File: src/rtl/bert_pkg.sv
package bert_pkg;
  localparam int LFSR_W = 20;

  typedef enum logic [2:0] {
    PAT_P15  = 3'd0,
    PAT_P20  = 3'd1,
    PAT_P11  = 3'd2,
    PAT_P9   = 3'd3,
    PAT_ONES = 3'd4,
    PAT_ALT  = 3'd5,
    PAT_ZA   = 3'd6,
    PAT_ZB   = 3'd7
  } pat_sel_e;

  typedef struct packed {
    logic     tx_inv;
    logic     rx_inv;
    pat_sel_e sel;
  } bert_cfg_t;

  // Next pattern bit predicted from history s (s[0] is the most recent bit).
  function automatic logic pat_expect(pat_sel_e sel, logic [LFSR_W-1:0] s);
    case (sel)
      PAT_P15:  return s[14] ^ s[13];
      PAT_P20:  return s[19] ^ s[16];
      PAT_P11:  return s[10] ^ s[8];
      PAT_P9:   return s[8] ^ s[4];
      PAT_ONES: return 1'b1;
      PAT_ALT:  return ~s[0];
      default:  return 1'b0;
    endcase
  endfunction

  // True when a PRBS history is all zero and would lock up.
  function automatic logic pat_stuck(pat_sel_e sel, logic [LFSR_W-1:0] s);
    case (sel)
      PAT_P15: return s[14:0] == '0;
      PAT_P20: return s[19:0] == '0;
      PAT_P11: return s[10:0] == '0;
      PAT_P9:  return s[8:0] == '0;
      default: return 1'b0;
    endcase
  endfunction
endpackage

File: src/rtl/bert_patgen.sv
module bert_patgen
  import bert_pkg::*;
(
  input  logic     clk,
  input  logic     rst_n,
  input  logic     step,
  input  pat_sel_e sel,
  input  logic     invert,
  output logic     bit_o
);
  logic [LFSR_W-1:0] hist_q;
  logic              nxt;

  assign nxt   = pat_expect(sel, hist_q) | pat_stuck(sel, hist_q);
  assign bit_o = nxt ^ invert;

  always_ff @(posedge clk) begin
    if (!rst_n)    hist_q <= '1;
    else if (step) hist_q <= {hist_q[LFSR_W-2:0], nxt};
  end

  AST_GEN_FROZEN: assert property (@(posedge clk) disable iff (!rst_n)
    !step |=> $stable(hist_q));
endmodule

File: src/rtl/bert_rxcheck.sv
module bert_rxcheck
  import bert_pkg::*;
#(
  parameter int LOCK_BITS = 32,
  parameter int WIN_BITS  = 64,
  parameter int LOSS_ERRS = 6
) (
  input  logic     clk,
  input  logic     rst_n,
  input  logic     beat,
  input  logic     rx_bit,
  input  pat_sel_e sel,
  input  logic     invert,
  input  logic     resync,
  output logic     in_sync,
  output logic     bit_ev,
  output logic     err_ev
);
  localparam int GW = $clog2(LOCK_BITS);
  localparam int WW = $clog2(WIN_BITS);
  localparam int EW = $clog2(LOSS_ERRS + 1);

  logic [LFSR_W-1:0] hist_q;
  logic              sync_q;
  logic [GW-1:0]     good_q;
  logic [WW-1:0]     win_q;
  logic [EW-1:0]     werr_q;
  logic              data_in, expect_bit, miss, win_last;

  assign data_in    = rx_bit ^ invert;
  assign expect_bit = pat_expect(sel, hist_q);
  assign miss       = data_in != expect_bit;
  assign win_last   = win_q == WW'(WIN_BITS - 1);

  always_ff @(posedge clk) begin
    if (!rst_n) begin
      hist_q <= '1;
      sync_q <= 1'b0;
      good_q <= '0;
      win_q  <= '0;
      werr_q <= '0;
    end else if (resync) begin
      sync_q <= 1'b0;
      good_q <= '0;
      win_q  <= '0;
      werr_q <= '0;
    end else if (beat) begin
      if (!sync_q) begin
        hist_q <= {hist_q[LFSR_W-2:0], data_in};
        if (miss) begin
          good_q <= '0;
        end else if (good_q == GW'(LOCK_BITS - 1)) begin
          sync_q <= 1'b1;
          good_q <= '0;
          win_q  <= '0;
          werr_q <= '0;
        end else begin
          good_q <= good_q + 1'b1;
        end
      end else begin
        hist_q <= {hist_q[LFSR_W-2:0], expect_bit};
        if (miss && werr_q == EW'(LOSS_ERRS - 1)) begin
          sync_q <= 1'b0;
          good_q <= '0;
          win_q  <= '0;
          werr_q <= '0;
        end else begin
          win_q <= win_last ? '0 : win_q + 1'b1;
          if (win_last)  werr_q <= '0;
          else if (miss) werr_q <= werr_q + 1'b1;
        end
      end
    end
  end

  assign in_sync = sync_q;
  assign bit_ev  = beat & sync_q;
  assign err_ev  = beat & sync_q & miss;

  AST_RESYNC_DROPS: assert property (@(posedge clk) disable iff (!rst_n)
    resync |=> !in_sync);
  AST_LOCK_ON_GOOD_BIT: assert property (@(posedge clk) disable iff (!rst_n)
    $rose(in_sync) |-> $past(beat) && !$past(miss));
  AST_LOSS_HAS_CAUSE: assert property (@(posedge clk) disable iff (!rst_n)
    $fell(in_sync) |-> $past(resync) || $past(miss));
endmodule

File: src/rtl/bert_counters.sv
module bert_counters #(
  parameter int BIT_CNT_W = 32,
  parameter int ERR_CNT_W = 24
) (
  input  logic                 clk,
  input  logic                 rst_n,
  input  logic                 load,
  input  logic                 bit_ev,
  input  logic                 err_ev,
  output logic [BIT_CNT_W-1:0] hold_bits,
  output logic [ERR_CNT_W-1:0] hold_errs
);
  logic [BIT_CNT_W-1:0] bit_cnt_q, hold_bits_q;
  logic [ERR_CNT_W-1:0] err_cnt_q, hold_errs_q;

  always_ff @(posedge clk) begin
    if (!rst_n) begin
      bit_cnt_q   <= '0;
      err_cnt_q   <= '0;
      hold_bits_q <= '0;
      hold_errs_q <= '0;
    end else if (load) begin
      hold_bits_q <= bit_cnt_q;
      hold_errs_q <= err_cnt_q;
      bit_cnt_q   <= BIT_CNT_W'(bit_ev);
      err_cnt_q   <= ERR_CNT_W'(err_ev);
    end else begin
      if (bit_ev && !(&bit_cnt_q)) bit_cnt_q <= bit_cnt_q + 1'b1;
      if (err_ev && !(&err_cnt_q)) err_cnt_q <= err_cnt_q + 1'b1;
    end
  end

  assign hold_bits = hold_bits_q;
  assign hold_errs = hold_errs_q;

  AST_HOLD_KEEPS: assert property (@(posedge clk) disable iff (!rst_n)
    !load |=> $stable(hold_bits) && $stable(hold_errs));
  AST_BITS_NO_WRAP: assert property (@(posedge clk) disable iff (!rst_n)
    !load |=> bit_cnt_q >= $past(bit_cnt_q));
  AST_ERRS_NO_WRAP: assert property (@(posedge clk) disable iff (!rst_n)
    !load |=> err_cnt_q >= $past(err_cnt_q));
endmodule

File: src/rtl/bert_regs.sv
module bert_regs
  import bert_pkg::*;
#(
  parameter int BIT_CNT_W = 32,
  parameter int ERR_CNT_W = 24,
  parameter int ADDR_W    = 3
) (
  input  logic                 clk,
  input  logic                 rst_n,
  input  logic                 reg_wr,
  input  logic [ADDR_W-1:0]    reg_addr,
  input  logic [7:0]           reg_wdata,
  output logic [7:0]           reg_rdata,
  input  logic [BIT_CNT_W-1:0] hold_bits,
  input  logic [ERR_CNT_W-1:0] hold_errs,
  output bert_cfg_t            cfg,
  output logic                 load_pulse,
  output logic                 resync_pulse
);
  localparam int BIT_BYTES = BIT_CNT_W / 8;
  localparam int ERR_BYTES = ERR_CNT_W / 8;
  localparam int BIT_BASE  = 1;
  localparam int ERR_BASE  = BIT_BASE + BIT_BYTES;

  bert_cfg_t cfg_q;
  logic      lc_q, rs_q, load_q, resync_q, ctrl_wr;

  assign ctrl_wr = reg_wr && (reg_addr == '0);

  always_ff @(posedge clk) begin
    if (!rst_n) begin
      cfg_q    <= '0;
      lc_q     <= 1'b0;
      rs_q     <= 1'b0;
      load_q   <= 1'b0;
      resync_q <= 1'b0;
    end else if (ctrl_wr) begin
      cfg_q.tx_inv <= reg_wdata[6];
      cfg_q.rx_inv <= reg_wdata[5];
      cfg_q.sel    <= pat_sel_e'(reg_wdata[4:2]);
      lc_q         <= reg_wdata[1];
      rs_q         <= reg_wdata[0];
      load_q       <= reg_wdata[1] & ~lc_q;
      resync_q     <= reg_wdata[0] & ~rs_q;
    end else begin
      load_q   <= 1'b0;
      resync_q <= 1'b0;
    end
  end

  always_comb begin
    reg_rdata = 8'h00;
    if (reg_addr == '0)
      reg_rdata = {1'b0, cfg_q.tx_inv, cfg_q.rx_inv, cfg_q.sel, lc_q, rs_q};
    for (int i = 0; i < BIT_BYTES; i++)
      if (reg_addr == ADDR_W'(BIT_BASE + i)) reg_rdata = hold_bits[8*i +: 8];
    for (int i = 0; i < ERR_BYTES; i++)
      if (reg_addr == ADDR_W'(ERR_BASE + i)) reg_rdata = hold_errs[8*i +: 8];
  end

  assign cfg          = cfg_q;
  assign load_pulse   = load_q;
  assign resync_pulse = resync_q;

  AST_CTRL_SEL_TAKEN: assert property (@(posedge clk) disable iff (!rst_n)
    ctrl_wr |=> cfg.sel == $past(reg_wdata[4:2]));
  AST_LOAD_SINGLE: assert property (@(posedge clk) disable iff (!rst_n)
    load_pulse |=> !load_pulse);
  AST_RESYNC_SINGLE: assert property (@(posedge clk) disable iff (!rst_n)
    resync_pulse |=> !resync_pulse);
endmodule

File: src/rtl/bert_engine.sv
module bert_engine
  import bert_pkg::*;
#(
  parameter int BIT_CNT_W = 32,
  parameter int ERR_CNT_W = 24,
  parameter int ADDR_W    = 3,
  parameter int LOCK_BITS = 32,
  parameter int WIN_BITS  = 64,
  parameter int LOSS_ERRS = 6
) (
  input  logic              clk,
  input  logic              rst_n,
  input  logic              reg_wr,
  input  logic [ADDR_W-1:0] reg_addr,
  input  logic [7:0]        reg_wdata,
  output logic [7:0]        reg_rdata,
  output logic              tx_valid,
  input  logic              tx_ready,
  output logic              tx_bit,
  input  logic              rx_valid,
  output logic              rx_ready,
  input  logic              rx_bit,
  output logic              in_sync
);
  bert_cfg_t            cfg;
  logic                 load_pulse, resync_pulse, bit_ev, err_ev, tx_valid_q;
  logic [BIT_CNT_W-1:0] hold_bits;
  logic [ERR_CNT_W-1:0] hold_errs;

  always_ff @(posedge clk) begin
    if (!rst_n) tx_valid_q <= 1'b0;
    else        tx_valid_q <= 1'b1;
  end
  assign tx_valid = tx_valid_q;
  assign rx_ready = 1'b1;

  bert_regs #(.BIT_CNT_W(BIT_CNT_W), .ERR_CNT_W(ERR_CNT_W), .ADDR_W(ADDR_W)) u_regs (
    .clk(clk), .rst_n(rst_n), .reg_wr(reg_wr), .reg_addr(reg_addr),
    .reg_wdata(reg_wdata), .reg_rdata(reg_rdata), .hold_bits(hold_bits),
    .hold_errs(hold_errs), .cfg(cfg), .load_pulse(load_pulse),
    .resync_pulse(resync_pulse)
  );

  bert_patgen u_gen (
    .clk(clk), .rst_n(rst_n), .step(tx_valid_q & tx_ready), .sel(cfg.sel),
    .invert(cfg.tx_inv), .bit_o(tx_bit)
  );

  bert_rxcheck #(.LOCK_BITS(LOCK_BITS), .WIN_BITS(WIN_BITS), .LOSS_ERRS(LOSS_ERRS)) u_chk (
    .clk(clk), .rst_n(rst_n), .beat(rx_valid & rx_ready), .rx_bit(rx_bit),
    .sel(cfg.sel), .invert(cfg.rx_inv), .resync(resync_pulse),
    .in_sync(in_sync), .bit_ev(bit_ev), .err_ev(err_ev)
  );

  bert_counters #(.BIT_CNT_W(BIT_CNT_W), .ERR_CNT_W(ERR_CNT_W)) u_cnt (
    .clk(clk), .rst_n(rst_n), .load(load_pulse), .bit_ev(bit_ev),
    .err_ev(err_ev), .hold_bits(hold_bits), .hold_errs(hold_errs)
  );

  AST_TX_HOLDS: assert property (@(posedge clk) disable iff (!rst_n)
    tx_valid && !tx_ready && !reg_wr |=> $stable(tx_bit) && tx_valid);
endmodule

File: config.mk
export PLATFORM = sky130hd
export DESIGN_NAME = bert_engine
export DESIGN_NICKNAME = d
export VERILOG_FILES = /design/src/rtl/bert_pkg.sv /design/src/rtl/bert_patgen.sv /design/src/rtl/bert_rxcheck.sv /design/src/rtl/bert_counters.sv /design/src/rtl/bert_regs.sv /design/src/rtl/bert_engine.sv
export SDC_FILE = /design/constraint.sdc
export NUM_CORES = 1
export LEC_CHECK = 0
export CAP_MARGIN = 20
export CORE_AREA = 4 4 135 137
export CTS_CLUSTER_DIAMETER = 80
export DETAILED_ROUTE_END_ITERATION = 12
export DIE_AREA = 0 0 139 141
export GPL_TIMING_DRIVEN = 0
export HOLD_SLACK_MARGIN = 0.1
export PLACE_DENSITY = 0.77
export SLEW_MARGIN = 20
export SYNTH_ARGS = -nofsm -noshare
export SYNTH_HDL_FRONTEND = slang
export SYNTH_SLANG_ARGS = --single-unit
File: constraint.sdc
create_clock -name clk -period 3 [get_ports clk]
set_input_delay 0.3 -clock clk [delete_from_list [all_inputs] [get_ports clk]]
set_output_delay 0.3 -clock clk [all_outputs]
set_load 0.005 [all_outputs]
### Yosys cells after proc, flatten, opt, wreduce, memory -nomap -nowiden

Cells that the tools add are included.

* shift operators: 0
* bitwise logic cells: 22
* equal/unequal tests: 19
* $lt $le $gt $ge: 0
* multipliers: 0
* add/sub/neg operators: 5
* multiplexer cells: 36
* reductions and logical operators: 24
* div/mod/pow operators: 0

Operator list (count)
* $mux W8: 7
* $add A32 B1 Y32 const B: 1
* $reduce_and A32 Y1: 1
* $mux W6: 5
* $add A24 B1 Y24 const B: 1
* $reduce_and A24 Y1: 1
* $eq A3 B3 Y1 const B: 7
* $logic_not A20 Y1: 1
* $mux W5: 4
* $mux W3: 6
* $logic_not A15 Y1: 1
* $eq A3 B2 Y1 const B: 4
* $pmux W1 S6: 2
* $logic_not A11 Y1: 1
* $mux W1: 10
* $xor A1 B1 Y1: 10
* $logic_not A9 Y1: 1
* $mux W7: 1
* $add A6 B1 Y6 const B: 1
* $eq A3 B1 Y1 const B: 2
* $eq A6 B6 Y1 const B: 1
* $logic_not A3 Y1: 2
* $not A1 Y1: 6
* $reduce_and A2 Y1: 3
* other kinds (16): 27

* flip-flop bits (word level): 177
* output and inout port bits: 12
* memory bits (writable): 0
* ROM bits: 0
* word-level logic and storage cells: 126
* memories kept: 0
* bits in latches: 0
* bits of input ports: 17

### Depth between registers and ports, before layout

* depth in word-level cells: 9
* depth in mapped cells: 8
* gate-level depth less buffers: 8

### Modules after synthesis

A second synthesis with hierarchy kept.

* cells, all modules: 936
* area, all modules: 8627.0 sq um

By module, submodules not included
* bert_counters: area each 5016.1 sq um, instances 1, cells an instance 532, seq. area each 2242.2 sq um
* bert_rxcheck: area each 1775.5 sq um, instances 1, cells an instance 218, seq. area each 700.7 sq um
* bert_regs: area each 923.4 sq um, instances 1, cells an instance 96, seq. area each 180.2 sq um
* bert_patgen: area each 874.6 sq um, instances 1, cells an instance 86, seq. area each 400.4 sq um
* bert_engine: area each 37.5 sq um, instances 1, cells an instance 4, seq. area each 20.0 sq um

### Worst setup path before layout

No wires, ideal clock.

* path type: register to register
* from: register, netlist name u_regs.cfg[0]
* to: register u_chk.werr_q[1]
* path slack: 0.687 ns
* stages on the path, launching flop included: 7
* arrival time: 2.242 ns
* data required time: 2.929 ns
* path buffers: 0
* path through: dfxtp_1 mux2i_1 mux2_4 a22o_4 o31a_4 or4b_1 a21oi_1

* word-level cells in the longest chain between the ends: 6
* elaborated cells between the ends (all ways): 14
* those cells by class: 8 x eq/ne; 3 x mux; 3 x reduce/logical

Ends and longest elaborated chain
* $eq A3 B3 Y1 (tied with other cells): line bert_pkg.sv:23 `case (sel)`
* $pmux W1 S6 *: line bert_pkg.sv:23
* $ne A1 B1 Y1 *: line bert_rxcheck.sv:32 `assign miss = data_in != expect_bit;`
* $logic_and A1 B1 Y1: line bert_rxcheck.sv:62 `if (miss && werr_q == EW'(LOSS_ERRS - 1)) begin`
* $ne A4 B4 Y1 (no source line) / $mux W3 (equally long branches)
* $reduce_and A4 Y1 (no source line) / $mux W3 (equally long branches)
* end signal: assignment: line bert_rxcheck.sv:70 `else if (miss) werr_q <= werr_q + 1'b1;`
* end: declaration: line bert_rxcheck.sv:27 `logic [EW-1:0] werr_q;`

Mark *: on every way between the ends. The rest lies on a longest branch, timed or not.
A chain may end at the register's enable or synchronous reset.

### Worst setup path in the final report

* from: input port reg_addr[2]
* to: output port reg_rdata[7]

* word-level cells in the longest chain between the ends: 8
* elaborated cells between the ends (all ways): 14
* those cells by class: 7 x eq/ne; 7 x mux

Ends and longest elaborated chain
* start: declaration: line bert_engine.sv:14 `input logic [ADDR_W-1:0] reg_addr,`
* $eq A3 B1 Y1: line bert_regs.sv:56 `if (reg_addr == ADDR_W'(BIT_BASE + i)) reg_rdata = hold_bits[8*i +: 8];`
* $mux W8 (4 in series): line bert_regs.sv:56
* $mux W8 (2 in series): line bert_regs.sv:58 `if (reg_addr == ADDR_W'(ERR_BASE + i)) reg_rdata = hold_errs[8*i +: 8];`
* $mux W8 *: line bert_regs.sv:58
* end: declaration: line bert_engine.sv:16 `output logic [7:0] reg_rdata,`

Marked as above.

==> summary.txt <==
Final Max Slew Viols - 0
DP Cell Count - 1,179
Rows - 48
Gr usage total - 0.201
DR vias/cell - 5.66
DRC viols - 0
Fmax - 342 MHz
Area added between synthesis and finish - 14.1%
Peak VDD IR - 0.426 mV
Unique masters post-synth - 62
Overflow after GRT - 0
Pre-CTS WS - -0.0963 ns
Setup ws final - 0.0761 ns
Starting Density - 0.489
Final worst path period share - 0.975
Layout cell share with drive strength beyond 1 - 0.0629
Internal power - 3980 uW
Synth async-reset ratio - 0
Register area - 0.00354 mm2
Clock Power Share - 0.464
Inserted Diodes - 0
First-pass GRT wire length - 32.3 mm
Final hold violation count - 0
Detailed placement HPWL - 14.1 mm
Min cycle time layout - 2.92 ns
Longest Clk Path Bufs - 2
Sequential share of power - 0.475
Slew HR - 0.310
Multi-input gate area - 0.00454 mm2
Final-layout fill cell count - 1,540
Slew at the pin with the worst max-slew slack - 1.03 ns
NumNets Final - 997
Maxcap violations - 0
Pre-antenna DRT Iters - 5
Commonest cells after routing, fill and taps aside - dfxtp_1, nand2_1, mux2i_1
CTS tree - built
Sequential element share of the synthesized area - 0.425
Initial antenna violation count - 0
Most frequent cell on the critical path - clkdlybuf4s50_1
Clk slew on worst S/H paths - 0.06 ns
Setup violators final - 0
Lkg Pwr - 0.00332 uW
Kind of end point of the critical path - output port
Switching power - 1130 uW
Worst-skew pair later-pin latency - 0.43 ns
Syn_area_per_cell - 8.97 um2
Metal2 WL - 9.21 mm
Logic pwr share - 0.062
Vias in the first global route - 6,389
Root buf cell - clkbuf_16
Final cell count without fillers - 1,211
Hold Path Class - reg -> reg
# IOs - 29
Die width - 139 um
Yosys warns - 0
Area share of the largest cell type after synthesis - 0.425
Setup TNS - 0 ns
Sw frac - 0.221
Wire length per cell - 16.3 um
Post-DRT Antenna Nets - 0
Synth Flop Type - dfxtp_1
Core box area - 0.0171 mm2
Post-Syn Nets - 953
Yosys reg bits - 177
Largest cells by area after synthesis - dfxtp_1, mux2i_1, nand2_1
CP Data Arrival Time - 2.62 ns
# port buffers - 25
CP max stage cell - clkdlybuf4s50_1
Data required time at the worst endpoint - 2.70 ns
Post-synthesis cell area - 0.00833 mm2
Post-route cell area - 0.00951 mm2
Met1 WL - 9.13 mm
Syn Inst Count - 929
Routed met3 length - 1.20 mm
Die ar. - 0.0196 mm2
TritonCTS buffer count - 17
Final WL - 19.7 mm
Clk sinks - 177
Cell area power density - 537 mW/mm2
Skew final - 0.00726 ns
Post-synth EDFFs - 0
Crit Path Class - in -> out
Outcome - completed
Worst setup SP type - primary input
Number of DRC markers in iteration 0 - 607
Top Layer Used - met4
RSZ-0062 raised after global routing - false
Critical path peak fanout - 10
Via count - 6,853
Largest net degree at the start of global routing - 17
Die height - 141 um
Crit path cell chain - clkdlybuf4s50_1 -> buf_2 -> clkbuf_1 -> o21ai_0 -> a222oi_1 -> a31oi_1 -> clkdlybuf4s50_1
Synth area leader - dfxtp_1
Most common cell after layout, fill and taps aside - dfxtp_1
Area post-placement - 0.00886 mm2
GP Congestion - 0.939
Clock H-tree levels - 4
Critical path's largest stage delay - 0.58 ns
cells in the mapped netlist, types with 8 or more instances:
cell      number
dfxtp_1      177
nand2_1      122
mux2i_1       80
nand3_1       70
nor2b_1       70
nor2_1        53
clkbuf_1      40
a21oi_1       30
xor2_1        21
nor3_1        18
o21ai_0       18
nand4_1       16
xnor2_1       16
o31ai_1       15
or4_1         15
and3_1        14
nand2b_1      13
buf_1         10
and4_1         8
worst paths after layout:
path | start | end | slack [ns] | cells past startpoint
worst max-delay path | reg_addr[2] | reg_rdata[7] | 0.08 | 7
worst min-delay path | u_regs.lc_q | u_regs.load_pulse | 0.45 | 1
worst max register to register | u_regs.cfg[0] | u_cnt.err_cnt_q[8] | 0.25 | 8
worst min register to register | u_regs.lc_q | u_regs.load_pulse | 0.45 | 1
state kept, by name, summed over array words and instances, names as in the netlist:
signal / count
u_cnt.hold_errs: 24
u_regs.cfg: 5
u_chk.werr_q: 3
u_regs.rs_q: 1
u_chk.win_q: 6
u_regs.lc_q: 1
u_regs.resync_pulse: 1
u_regs.load_pulse: 1
u_chk.good_q: 5
u_chk.hist_q: 20
u_cnt.err_cnt_q: 24
u_cnt.bit_cnt_q: 32
u_chk.in_sync: 1
u_gen.hist_q: 20
u_cnt.hold_bits: 32
tx_valid: 1
layer usage:
layer,GRT usage,vias up
met5,0,-
met4,0.0417,0
met3,0.0438,22
met2,0.322,193
met1,0.280,3237
li1,-,3401
layout make-up:
cell class | count | area share
Multi-Input combinational cell | 689 | 0.477
Clock inverter | 9 | 0.0162
Buffer | 56 | 0.0251
Sequential cell | 177 | 0.373
Clock buffer | 23 | 0.0503
Inverter | 7 | 0.00276
Timing Repair Buffer | 25 | 0.0263
Tap cell | 225 | 0.0296
logic make-up (layout without fill, tap and decap cells):
logic type | after synthesis | after routing | synth area share
AO/OA/AOI/OAI | 114 | 114 | 0.0959
buffers and inverters | 63 | 120 | 0.0311
multiplexers | 96 | 96 | 0.129
XOR/XNOR | 37 | 37 | 0.0389
other | 1 | 1 | 0.000450
adder cells (fa/ha/maj) | 7 | 7 | 0.0105
AND/OR/NAND/NOR | 434 | 434 | 0.268
flip-flops | 177 | 177 | 0.425
critical path: cells and delay by family:
kind	cells	cell delay, ns
AOI/OAI and AO/OA	3	0.62
buffers and inverters	4	1.71
through the flow:
stage	hold WS (ns)	total power [uW]	util
after floorplan	0.328	2680	-
after global placement	0.444	2780	0.520
after detailed placement	0.441	2780	0.520
after CTS	0.452	5130	0.557
after global routing	0.484	5260	0.558
final	0.455	5100	0.558
repair_timing:
item                                    in CTS  in global routing
endpoints found under the setup margin       6                  5
gates resized for setup                      2                  5
buffers inserted                             0                  0
gates cloned                                 0                  0
hold buffers                                 0                  0
pin swaps                                    0                  1
power by group through the flow:
| stage | logic [uW] | registers, uW | clock network, uW |
|---|---|---|---|
| finish | 314 | 2420 | 2370 |
| global placement | 304 | 2470 | 0 |
| floorplan | 216 | 2470 | 0 |
| CTS | 311 | 2420 | 2390 |
| global route | 347 | 2430 | 2490 |
| detailed placement | 308 | 2470 | 0 |
No activity file was read; power rests on OpenSTA's default activity.
